--- src/rtl/nvseq_pkg.sv ---
// Shared types and elaboration-time helpers for the nonvolatile sequencer.
// Assumes: delays are given in nanoseconds and the clock period in picoseconds.
package nvseq_pkg;

    // Controller states; IDLE is the only state in which the array is usable.
    typedef enum logic [2:0] {
        NS_OFF,
        NS_RECALL,
        NS_IDLE,
        NS_QUAL,
        NS_STORE,
        NS_HOLD
    } nv_state_e;

    // Converts a delay to a clock-cycle count, rounding up, with a minimum of one.
    function automatic int unsigned ns_to_cycles(input longint unsigned ns,
                                                 input longint unsigned period_ps);
        longint unsigned c;
        c = (ns * 64'd1000 + period_ps - 64'd1) / period_ps;
        if (c == 64'd0) begin
            c = 64'd1;
        end
        return 32'(c);
    endfunction

    // Largest of three counts; sizes the shared timer.
    function automatic int unsigned max3(input int unsigned a,
                                         input int unsigned b,
                                         input int unsigned c);
        int unsigned m;
        m = (a > b) ? a : b;
        return (m > c) ? m : c;
    endfunction

endpackage

--- src/rtl/nvseq_pin_sync.sv ---
// Synchronizes the asynchronous shared store line into the clock domain.
// Assumes: STAGES >= 2; the line idles high (weak pull-up), so the flops reset to 1.
module nvseq_pin_sync #(
    parameter int unsigned STAGES = 2
) (
    input  logic clk,
    input  logic rst_n,
    input  logic pin,
    output logic pin_low
);

    logic [STAGES-1:0] sh;

    // Shift the raw line level through the synchronizer chain.
    always_ff @(posedge clk) begin
        if (!rst_n) begin
            sh <= '1;
        end else begin
            sh <= {sh[STAGES-2:0], pin};
        end
    end

    assign pin_low = ~sh[STAGES-1];

endmodule

--- src/rtl/nvseq_timer.sv ---
// Single shared down-counter that times every step of the sequencer.
// Assumes: a load value N makes 'last' rise in the N-th cycle after the load edge.
module nvseq_timer #(
    parameter int unsigned TW = 8
) (
    input  logic          clk,
    input  logic          rst_n,
    input  logic          load,
    input  logic [TW-1:0] load_val,
    output logic          last
);

    logic [TW-1:0] cnt;

    // Load on request, otherwise count down to zero and stop.
    always_ff @(posedge clk) begin
        if (!rst_n) begin
            cnt <= '0;
        end else if (load) begin
            cnt <= load_val;
        end else if (cnt != '0) begin
            cnt <= cnt - TW'(1);
        end
    end

    assign last = (cnt == TW'(1));

endmodule

--- src/rtl/nvseq_dirty.sv ---
// Tracks whether the SRAM was written since the last completed store.
// Assumes: a write and a store completion in the same cycle leave the flag set.
module nvseq_dirty (
    input  logic clk,
    input  logic rst_n,
    input  logic wr_stb,
    input  logic clear,
    output logic dirty
);

    // Set on any write; clear only when a store has finished.
    always_ff @(posedge clk) begin
        if (!rst_n) begin
            dirty <= 1'b0;
        end else if (wr_stb) begin
            dirty <= 1'b1;
        end else if (clear) begin
            dirty <= 1'b0;
        end
    end

endmodule

--- src/rtl/nvseq_ctrl.sv ---
// Sequencing state machine: power-up recall, line-qualified and software stores,
// software recall, and the locked wait for the store line to be released.
// Assumes: pwr_good is synchronous; pin_low is already synchronized; the timer
// raises tmr_last in the N-th cycle of a state entered with load value N.
module nvseq_ctrl #(
    parameter int unsigned TW         = 8,
    parameter int unsigned RECALL_CYC = 100,
    parameter int unsigned STORE_CYC  = 200,
    parameter int unsigned QUAL_CYC   = 9
) (
    input  logic          clk,
    input  logic          rst_n,
    input  logic          pwr_good,
    input  logic          pin_low,
    input  logic          dirty,
    input  logic          sw_store_req,
    input  logic          sw_recall_req,
    input  logic          tmr_last,
    output logic          tmr_load,
    output logic [TW-1:0] tmr_val,
    output logic          store_done,
    output logic          hsb_pull_en,
    output logic          inhibit,
    output logic          busy,
    output logic          done
);

    import nvseq_pkg::*;

    localparam logic [TW-1:0] RECALL_LD = TW'(RECALL_CYC);
    localparam logic [TW-1:0] STORE_LD  = TW'(STORE_CYC);
    localparam logic [TW-1:0] QUAL_LD   = TW'(QUAL_CYC);

    nv_state_e st;
    nv_state_e st_nxt;
    logic      done_nxt;
    logic      done_q;

    // Next-state, timer-load and completion decode.
    always_comb begin
        st_nxt     = st;
        tmr_load   = 1'b0;
        tmr_val    = '0;
        store_done = 1'b0;
        done_nxt   = 1'b0;
        if (!pwr_good) begin
            st_nxt = NS_OFF;
        end else begin
            case (st)
                NS_OFF: begin
                    st_nxt   = NS_RECALL;
                    tmr_load = 1'b1;
                    tmr_val  = RECALL_LD;
                end
                NS_RECALL: begin
                    if (tmr_last) begin
                        st_nxt   = NS_IDLE;
                        done_nxt = 1'b1;
                    end
                end
                NS_IDLE: begin
                    if (pin_low) begin
                        st_nxt   = NS_QUAL;
                        tmr_load = 1'b1;
                        tmr_val  = QUAL_LD;
                    end else if (sw_store_req) begin
                        st_nxt   = NS_STORE;
                        tmr_load = 1'b1;
                        tmr_val  = STORE_LD;
                    end else if (sw_recall_req) begin
                        st_nxt   = NS_RECALL;
                        tmr_load = 1'b1;
                        tmr_val  = RECALL_LD;
                    end
                end
                NS_QUAL: begin
                    if (!pin_low) begin
                        st_nxt = NS_IDLE;
                    end else if (tmr_last) begin
                        if (dirty) begin
                            st_nxt   = NS_STORE;
                            tmr_load = 1'b1;
                            tmr_val  = STORE_LD;
                        end else begin
                            st_nxt = NS_HOLD;
                        end
                    end
                end
                NS_STORE: begin
                    if (tmr_last) begin
                        st_nxt     = NS_HOLD;
                        store_done = 1'b1;
                        done_nxt   = 1'b1;
                    end
                end
                NS_HOLD: begin
                    if (!pin_low) begin
                        st_nxt = NS_IDLE;
                    end
                end
                default: st_nxt = NS_OFF;
            endcase
        end
    end

    // State and completion-pulse registers.
    always_ff @(posedge clk) begin
        if (!rst_n) begin
            st     <= NS_OFF;
            done_q <= 1'b0;
        end else begin
            st     <= st_nxt;
            done_q <= done_nxt;
        end
    end

    assign hsb_pull_en = (st == NS_STORE);
    assign busy        = (st == NS_STORE) || (st == NS_RECALL);
    assign inhibit     = (st != NS_IDLE) || pin_low;
    assign done        = done_q;

endmodule

--- src/rtl/nv_store_sequencer.sv ---
// Top level: converts the delay parameters to cycle counts and connects the
// synchronizer, write-flag tracker, shared timer and sequencing state machine.
// Assumes: pwr_good comes from a comparator already synchronized to clk.
module nv_store_sequencer #(
    parameter int unsigned CLK_PERIOD_PS = 4000,
    parameter int unsigned RECALL_NS     = 650000,
    parameter int unsigned STORE_NS      = 10000000,
    parameter int unsigned PULSE_NS      = 250,
    parameter int unsigned SYNC_STAGES   = 2
) (
    input  logic clk,
    input  logic rst_n,
    input  logic pwr_good,
    input  logic hsb_in,
    input  logic wr_stb,
    input  logic sw_store_req,
    input  logic sw_recall_req,
    output logic hsb_pull_en,
    output logic inhibit,
    output logic busy,
    output logic done
);

    import nvseq_pkg::*;

    localparam int unsigned RECALL_CYC = ns_to_cycles(64'(RECALL_NS), 64'(CLK_PERIOD_PS));
    localparam int unsigned STORE_CYC  = ns_to_cycles(64'(STORE_NS), 64'(CLK_PERIOD_PS));
    localparam int unsigned PULSE_CYC  = ns_to_cycles(64'(PULSE_NS), 64'(CLK_PERIOD_PS));
    localparam int unsigned QUAL_CYC   = (PULSE_CYC > 1) ? PULSE_CYC - 1 : 1;
    localparam int unsigned MAX_CYC    = max3(RECALL_CYC, STORE_CYC, QUAL_CYC);
    localparam int unsigned TW         = $clog2(MAX_CYC + 1);

    logic          pin_low;
    logic          wr_dirty;
    logic          store_done;
    logic          tmr_load;
    logic [TW-1:0] tmr_val;
    logic          tmr_last;

    nvseq_pin_sync #(
        .STAGES (SYNC_STAGES)
    ) u_sync (
        .clk     (clk),
        .rst_n   (rst_n),
        .pin     (hsb_in),
        .pin_low (pin_low)
    );

    nvseq_dirty u_dirty (
        .clk    (clk),
        .rst_n  (rst_n),
        .wr_stb (wr_stb),
        .clear  (store_done),
        .dirty  (wr_dirty)
    );

    nvseq_timer #(
        .TW (TW)
    ) u_timer (
        .clk      (clk),
        .rst_n    (rst_n),
        .load     (tmr_load),
        .load_val (tmr_val),
        .last     (tmr_last)
    );

    nvseq_ctrl #(
        .TW         (TW),
        .RECALL_CYC (RECALL_CYC),
        .STORE_CYC  (STORE_CYC),
        .QUAL_CYC   (QUAL_CYC)
    ) u_ctrl (
        .clk           (clk),
        .rst_n         (rst_n),
        .pwr_good      (pwr_good),
        .pin_low       (pin_low),
        .dirty         (wr_dirty),
        .sw_store_req  (sw_store_req),
        .sw_recall_req (sw_recall_req),
        .tmr_last      (tmr_last),
        .tmr_load      (tmr_load),
        .tmr_val       (tmr_val),
        .store_done    (store_done),
        .hsb_pull_en   (hsb_pull_en),
        .inhibit       (inhibit),
        .busy          (busy),
        .done          (done)
    );

endmodule

--- config.mk ---
export PLATFORM = sky130hd
export DESIGN_NAME = nv_store_sequencer
export DESIGN_NICKNAME = d
export VERILOG_FILES = /design/src/rtl/nvseq_pkg.sv /design/src/rtl/nvseq_pin_sync.sv /design/src/rtl/nvseq_timer.sv /design/src/rtl/nvseq_dirty.sv /design/src/rtl/nvseq_ctrl.sv /design/src/rtl/nv_store_sequencer.sv
export SDC_FILE = /design/constraint.sdc
export NUM_CORES = 1
export LEC_CHECK = 0
export ABC_AREA = 0
export BUFFER_PORTS_ARGS = -buffer_cell sky130_fd_sc_hd__buf_2
export CAP_MARGIN = 20
export CORE_UTILIZATION = 25
export CTS_CLUSTER_SIZE = 28
export DETAILED_ROUTE_END_ITERATION = 8
export GPL_TIMING_DRIVEN = 0
export PLACE_DENSITY = 0.51
export SYNTH_ARGS = -nofsm -noshare
export SYNTH_HDL_FRONTEND = slang
export SYNTH_SLANG_ARGS = --single-unit
--- constraint.sdc ---
create_clock -name clk -period 2.4 [get_ports clk]
set_input_delay 0.36 -clock clk [delete_from_list [all_inputs] [get_ports clk]]
set_output_delay 0.36 -clock clk [all_outputs]
set_load 0.005 [all_outputs]
# Word-level counts from Yosys, hierarchy flattened
# Cells that the tools add are included.
# classes
add_sub_neg	1
multipliers	0
div_mod_pow	0
magnitude_cmp	0
eq_ne	12
n_shift	0
n_mux	33
n_bitwise	1
n_reduce_logical	10
# op_table
op	count
two-way mux 22 bit	8
case mux 22 bit (3 select lines)	1
two-way mux 3 bit	8
== test 22 x 1 -> 1 bit, second input constant	1
nonzero test 22 bit	1
subtractor 22 x 1 -> 22 bit, second input constant	1
two-way mux 18 bit	1
case mux 3 bit (6 select lines)	1
two-way mux 1 bit	13
== test 3 x 2 -> 1 bit, second input constant	2
== test 3 bit, second input constant	2
AND reduction 5 bit	1
!= test 2 bit, second input constant	2
!= test 4 bit, second input constant	1
nonzero test 2 bit	2
== test 3 x 1 -> 1 bit, second input constant	1
zero test 3 bit	1
!= test 3 x 2 -> 1 bit, second input constant	1
!= test 3 bit, second input constant	1
case mux 1 bit (3 select lines)	1
AND reduction 3 bit	1
logical OR 1 bit	2
!= test 2 x 1 -> 1 bit, second input constant	1
AND reduction 2 bit	1
other kinds (2)	2
# word_totals
ff_bits	29
latch_bits	0
ram_bits	0
romBits	0
inputBits	7
output_inout_bits	4
word_cells	62
n_memories	0

# Logic depth before layout (Yosys ltp)
# depth
depth_word	6
ltp_mapped	8
ltp_nobuf	8

# Cells and area by module
# A second synthesis with hierarchy kept.
# unflattened
cells_unflattened	235
hier_area_um2	1954.4
# by_module_without_submodules
mod	instances	cells_each	area_per_inst_um2	seq_area_each_um2
nvseq_timer	1	152	1276.2	440.4
nvseq_ctrl	1	75	580.6	80.1
nvseq_pin_sync	1	5	56.3	40.0
nvseq_dirty	1	3	41.3	20.0

# Worst setup path before layout
# No wires, ideal clock.
# synth_path
kind	register to register
start	reg u_timer.cnt[6]
end	reg u_timer.cnt[12]
setup_time_ns	0.128
t_arrival_ns	1.880
required_ns	2.272
setup_slack_ns	0.392
path_stages_with_launch	7
path_buffers	0
synth_period_minus_slack_ns	2.008
cell_sequence	dfxtp_1 nor4_4 nand4_2 or3_4 a311oi_4 a21boi_0 nor2_1
# synth_via
elab_chain_len	6
word_cells_on_any_way	14
classes_between	1 x add/sub; 1 x eq/ne; 10 x mux; 2 x reduce/logical
# synth_rtl
element	line_no	source
start, declared	nvseq_timer.sv:13	logic [TW-1:0] cnt;
start signal, assigned	nvseq_timer.sv:20	cnt <= load_val;
start signal, assigned	nvseq_timer.sv:22	cnt <= cnt - TW'(1);
branches (longest 6 deep; another with subtractor 22 x 1 -> 22 bit)	-	
# Parallel ways; which one is timed is not known. The select of a mux whose other input is x is not followed.
# A chain may end at the register's enable or synchronous reset.

# Final worst setup path
# layout_path
start	reg u_timer.cnt[14]
end	reg u_timer.cnt[12]
# layout_via
elab_chain_len	6
word_cells_on_any_way	12
classes_between	1 x eq/ne; 9 x mux; 2 x reduce/logical
# layout_rtl
element	line_no	source
== test 22 x 1 -> 1 bit	nvseq_timer.sv:26	assign last = (cnt == TW'(1));
two-way mux 22 bit or two-way mux 1 bit (tied branches)	nvseq_ctrl.sv:79	end else if (tmr_last) begin
two-way mux 22 bit or two-way mux 1 bit (tied branches)	nvseq_ctrl.sv:77	if (!pin_low) begin
case mux 22 bit (3 select lines) or case mux 1 bit (3 select lines) (tied branches)	nvseq_ctrl.sv:49	case (st)
two-way mux 22 bit or two-way mux 1 bit (tied branches)	nvseq_ctrl.sv:46	if (!pwr_good) begin
two-way mux 22 bit or nonzero test 2 bit (tied branches)	-	
# Several ways; a longest one is shown, not always the timed one.

==> results.toml <==
[status]
status = "finished, violations left"
violations = "DRC"

[clocking]
cts-htree-levels = 2
cts.sinks = 29
clk_latency_ns = 0.28
cts_hold_buf = 0
clk_pin_slew_ns = 0.06
cts_buffers = 5
cts_root_buf = "clkbuf_8"
cts.path.max_buffers = 2
cts_tree = "done"

[synth]
synth.distinct_cells = 47
syn-num-nets = 213
synth_area_um2 = 1720
synth.ff_latch_count = 29
syn-instance-count = 203
synth-edff-count = 0
synthFlopType = "dfxtp_1"
ys_warn_count = 0
async_flop_share_pct = 0
yosysTopAreaCell = "dfxtp_1"
syn_avg_cell_area_um2 = 8.47
synth_area_leaders = "dfxtp_1 34%, xnor2_1 6.1%, nor2_1 5.7%"
yosysSeqAreaShare_pct = 33.7
synth_top_area_share_pct = 33.7

[global_routing]
grt_overflow_total = 0
grt_start_max_net_pins = 11
grt_usage_pct = 12.4
grt_antenna_before_repair = 0
grt_pass1_vias = 1512
grt_pass1_wl_um = 7130

[finish]
num_antenna_cells = 0
final_cell_mix = "29 x dfxtp_1, 26 x nor2_1, 12 x xnor2_1, 12 x nand2_1, 12 x a21oi_1"
nFillCells = 700
final_util_pct = 30.9
layout.cells.non_filler = 298
area_delta_synth_final_pct = 16.8
final_common_cell = "dfxtp_1"
drive_above_1_share_pct = 17.2
nNetsFinal = 231

[critical_path]
ff2ff_setup_slack_ns = 0.14
crit_type = "reg2reg"
crit_path_top_delay_cell = "nor4_1"
cp.arrival_ns = 2.42
crit_path_cell_trace = "nor4_1 -> nand4_1 -> or3_4 -> a311oi_4 -> a21boi_0 -> nor2_1"
start_kind = "flop"
slowest_delay_ns = 0.55
cp.required_ns = 2.56
crit_fanout = 6
cp-end-kind = "flop"

[sta]
drv_slew = 0
hold_viol_final = 0
hold_ws_ns = 0.275
setup_viol = 0
rsz0062_at_grt = "false"
worstMarginPinSlew_ns = 0.696
skew_ns = 0.00797
max_slew_margin_pct = 53.5
post-route-min-period_ns = 2.26
fmax_ghz = 0.442
min_period_over_period_pct = 94.3
finalSetupTns_ns = 0

[detailed_routing]
ant_nets = 0
drc_errors = 1
dr.pass1.iters = 6
wire_per_inst_um = 13.8
viasPerCell = 5.04
drtIter0Drc = 44
via_count = 1503
postRouteWirelength_um = 4130

[die]
die_h_um = 85.0
start_util_pct = 26.5
io_pins = 11
core_area_um2 = 6490
die_w_um = 85.0
rows = 29
dieArea_um2 = 7220

[placed_design]
portBuffers = 10
dp_hpwl_um = 3040
place.detailed.instances = 290
globalplace.congestion = 0.809

[pwr]
power_density_nw_per_um2 = 728
p_leak_nw = 0.740
ir_drop_mv = 0.227
p_total_mw = 1.46

[hold_path]
min_path_type = "in2reg"

[run]
cap_violations = 0
-- per-stage QoR --
| step | instance area (µm²) | worst slack [ns] |
|---|---|---|
| detailed placement | 1870 | -0.217 |
| finish | 2010 | 0.137 |
| global placement | 1870 | -0.194 |
| CTS | 1970 | 0.00602 |
| floorplan | 1720 | 0.392 |
| global route | 2010 | 0.0300 |
-- timing repair --
action / in CTS / in global routing
endpoints found under the setup margin: 11 / 19
pin swaps: 0 / 1
resized for setup: 2 / 6
buffers inserted: 0 / 1
cloned: 0 / 0
-- synth_stat cells, drive strengths merged (4+ instances only) --
library cell	n
xnor2	12
nand4	5
dfxtp	29
nor3	7
nand2	12
nor2	28
clkbuf	6
a21oi	13
xor2	7
nor2b	7
o31ai	4
o21ai	5
nand3	8
inv	5
nor4	8
nor3b	4
o21a	9
-- layout make-up --
type | count | area (µm²) | share of cell area, %
well taps | 77 | 96.3 | 4.79
inverters | 5 | 18.8 | 0.934
clock buffers | 7 | 86.3 | 4.30
plain buffers | 7 | 33.8 | 1.68
repair buffers | 11 | 57.6 | 2.86
flip-flops and latches | 29 | 581 | 28.9
multi-input cells | 162 | 1140 | 56.5
-- where the power goes --
group | internal, mW | switching (mW)
Clock | 0.227 | 0.179
Sequential | 0.535 | 0.0766
Combinational | 0.204 | 0.240
Total | 0.966 | 0.496
-- per-layer routing --
metal | vias to the layer above | share of wire, % | track usage [%]
li1 | 766 | - | -
met3 | 2 | 3.1 | 3.99
met2 | 22 | 45 | 19.8
met5 | - | 0 | 0
met1 | 713 | 51 | 16.1
met4 | 0 | 0.56 | 3.54
-- cells by family after synthesis --
family,synth area share [%]
fa+ha+maj,2.18
xor+xnor,9.67
buf+inv,3.05
flops,33.7
compound gates,21.1
simple gates,30.3
-- path summary, 6_finish.rpt --
path                                                      to                    startpoint  depth (start not counted)
worst max-delay path            u_timer.cnt[12]$_SDFFE_PN0P_  u_timer.cnt[14]$_SDFFE_PN0P_                          6
worst min-delay path                 u_sync.sh[0]$_SDFF_PN1_                        hsb_in                          2
worst max register to register  u_timer.cnt[12]$_SDFFE_PN0P_  u_timer.cnt[14]$_SDFFE_PN0P_                          6
worst min register to register       u_sync.sh[1]$_SDFF_PN1_       u_sync.sh[0]$_SDFF_PN1_                          1
-- registers in the layout, summed over array words and instances, names as in the netlist --
register / cells
u_dirty.dirty: 1
u_timer.cnt: 22
u_ctrl.done: 1
u_ctrl.st: 3
u_sync.sh: 2
-- critical path: cells and delay by family (launching register included) --
family           cells  cell delay [ns]
AND/OR/NAND/NOR      4             1.15
AO/OA/AOI/OAI        2             0.63
flip-flops           1             0.37
No activity file was read; power rests on OpenSTA's default activity.
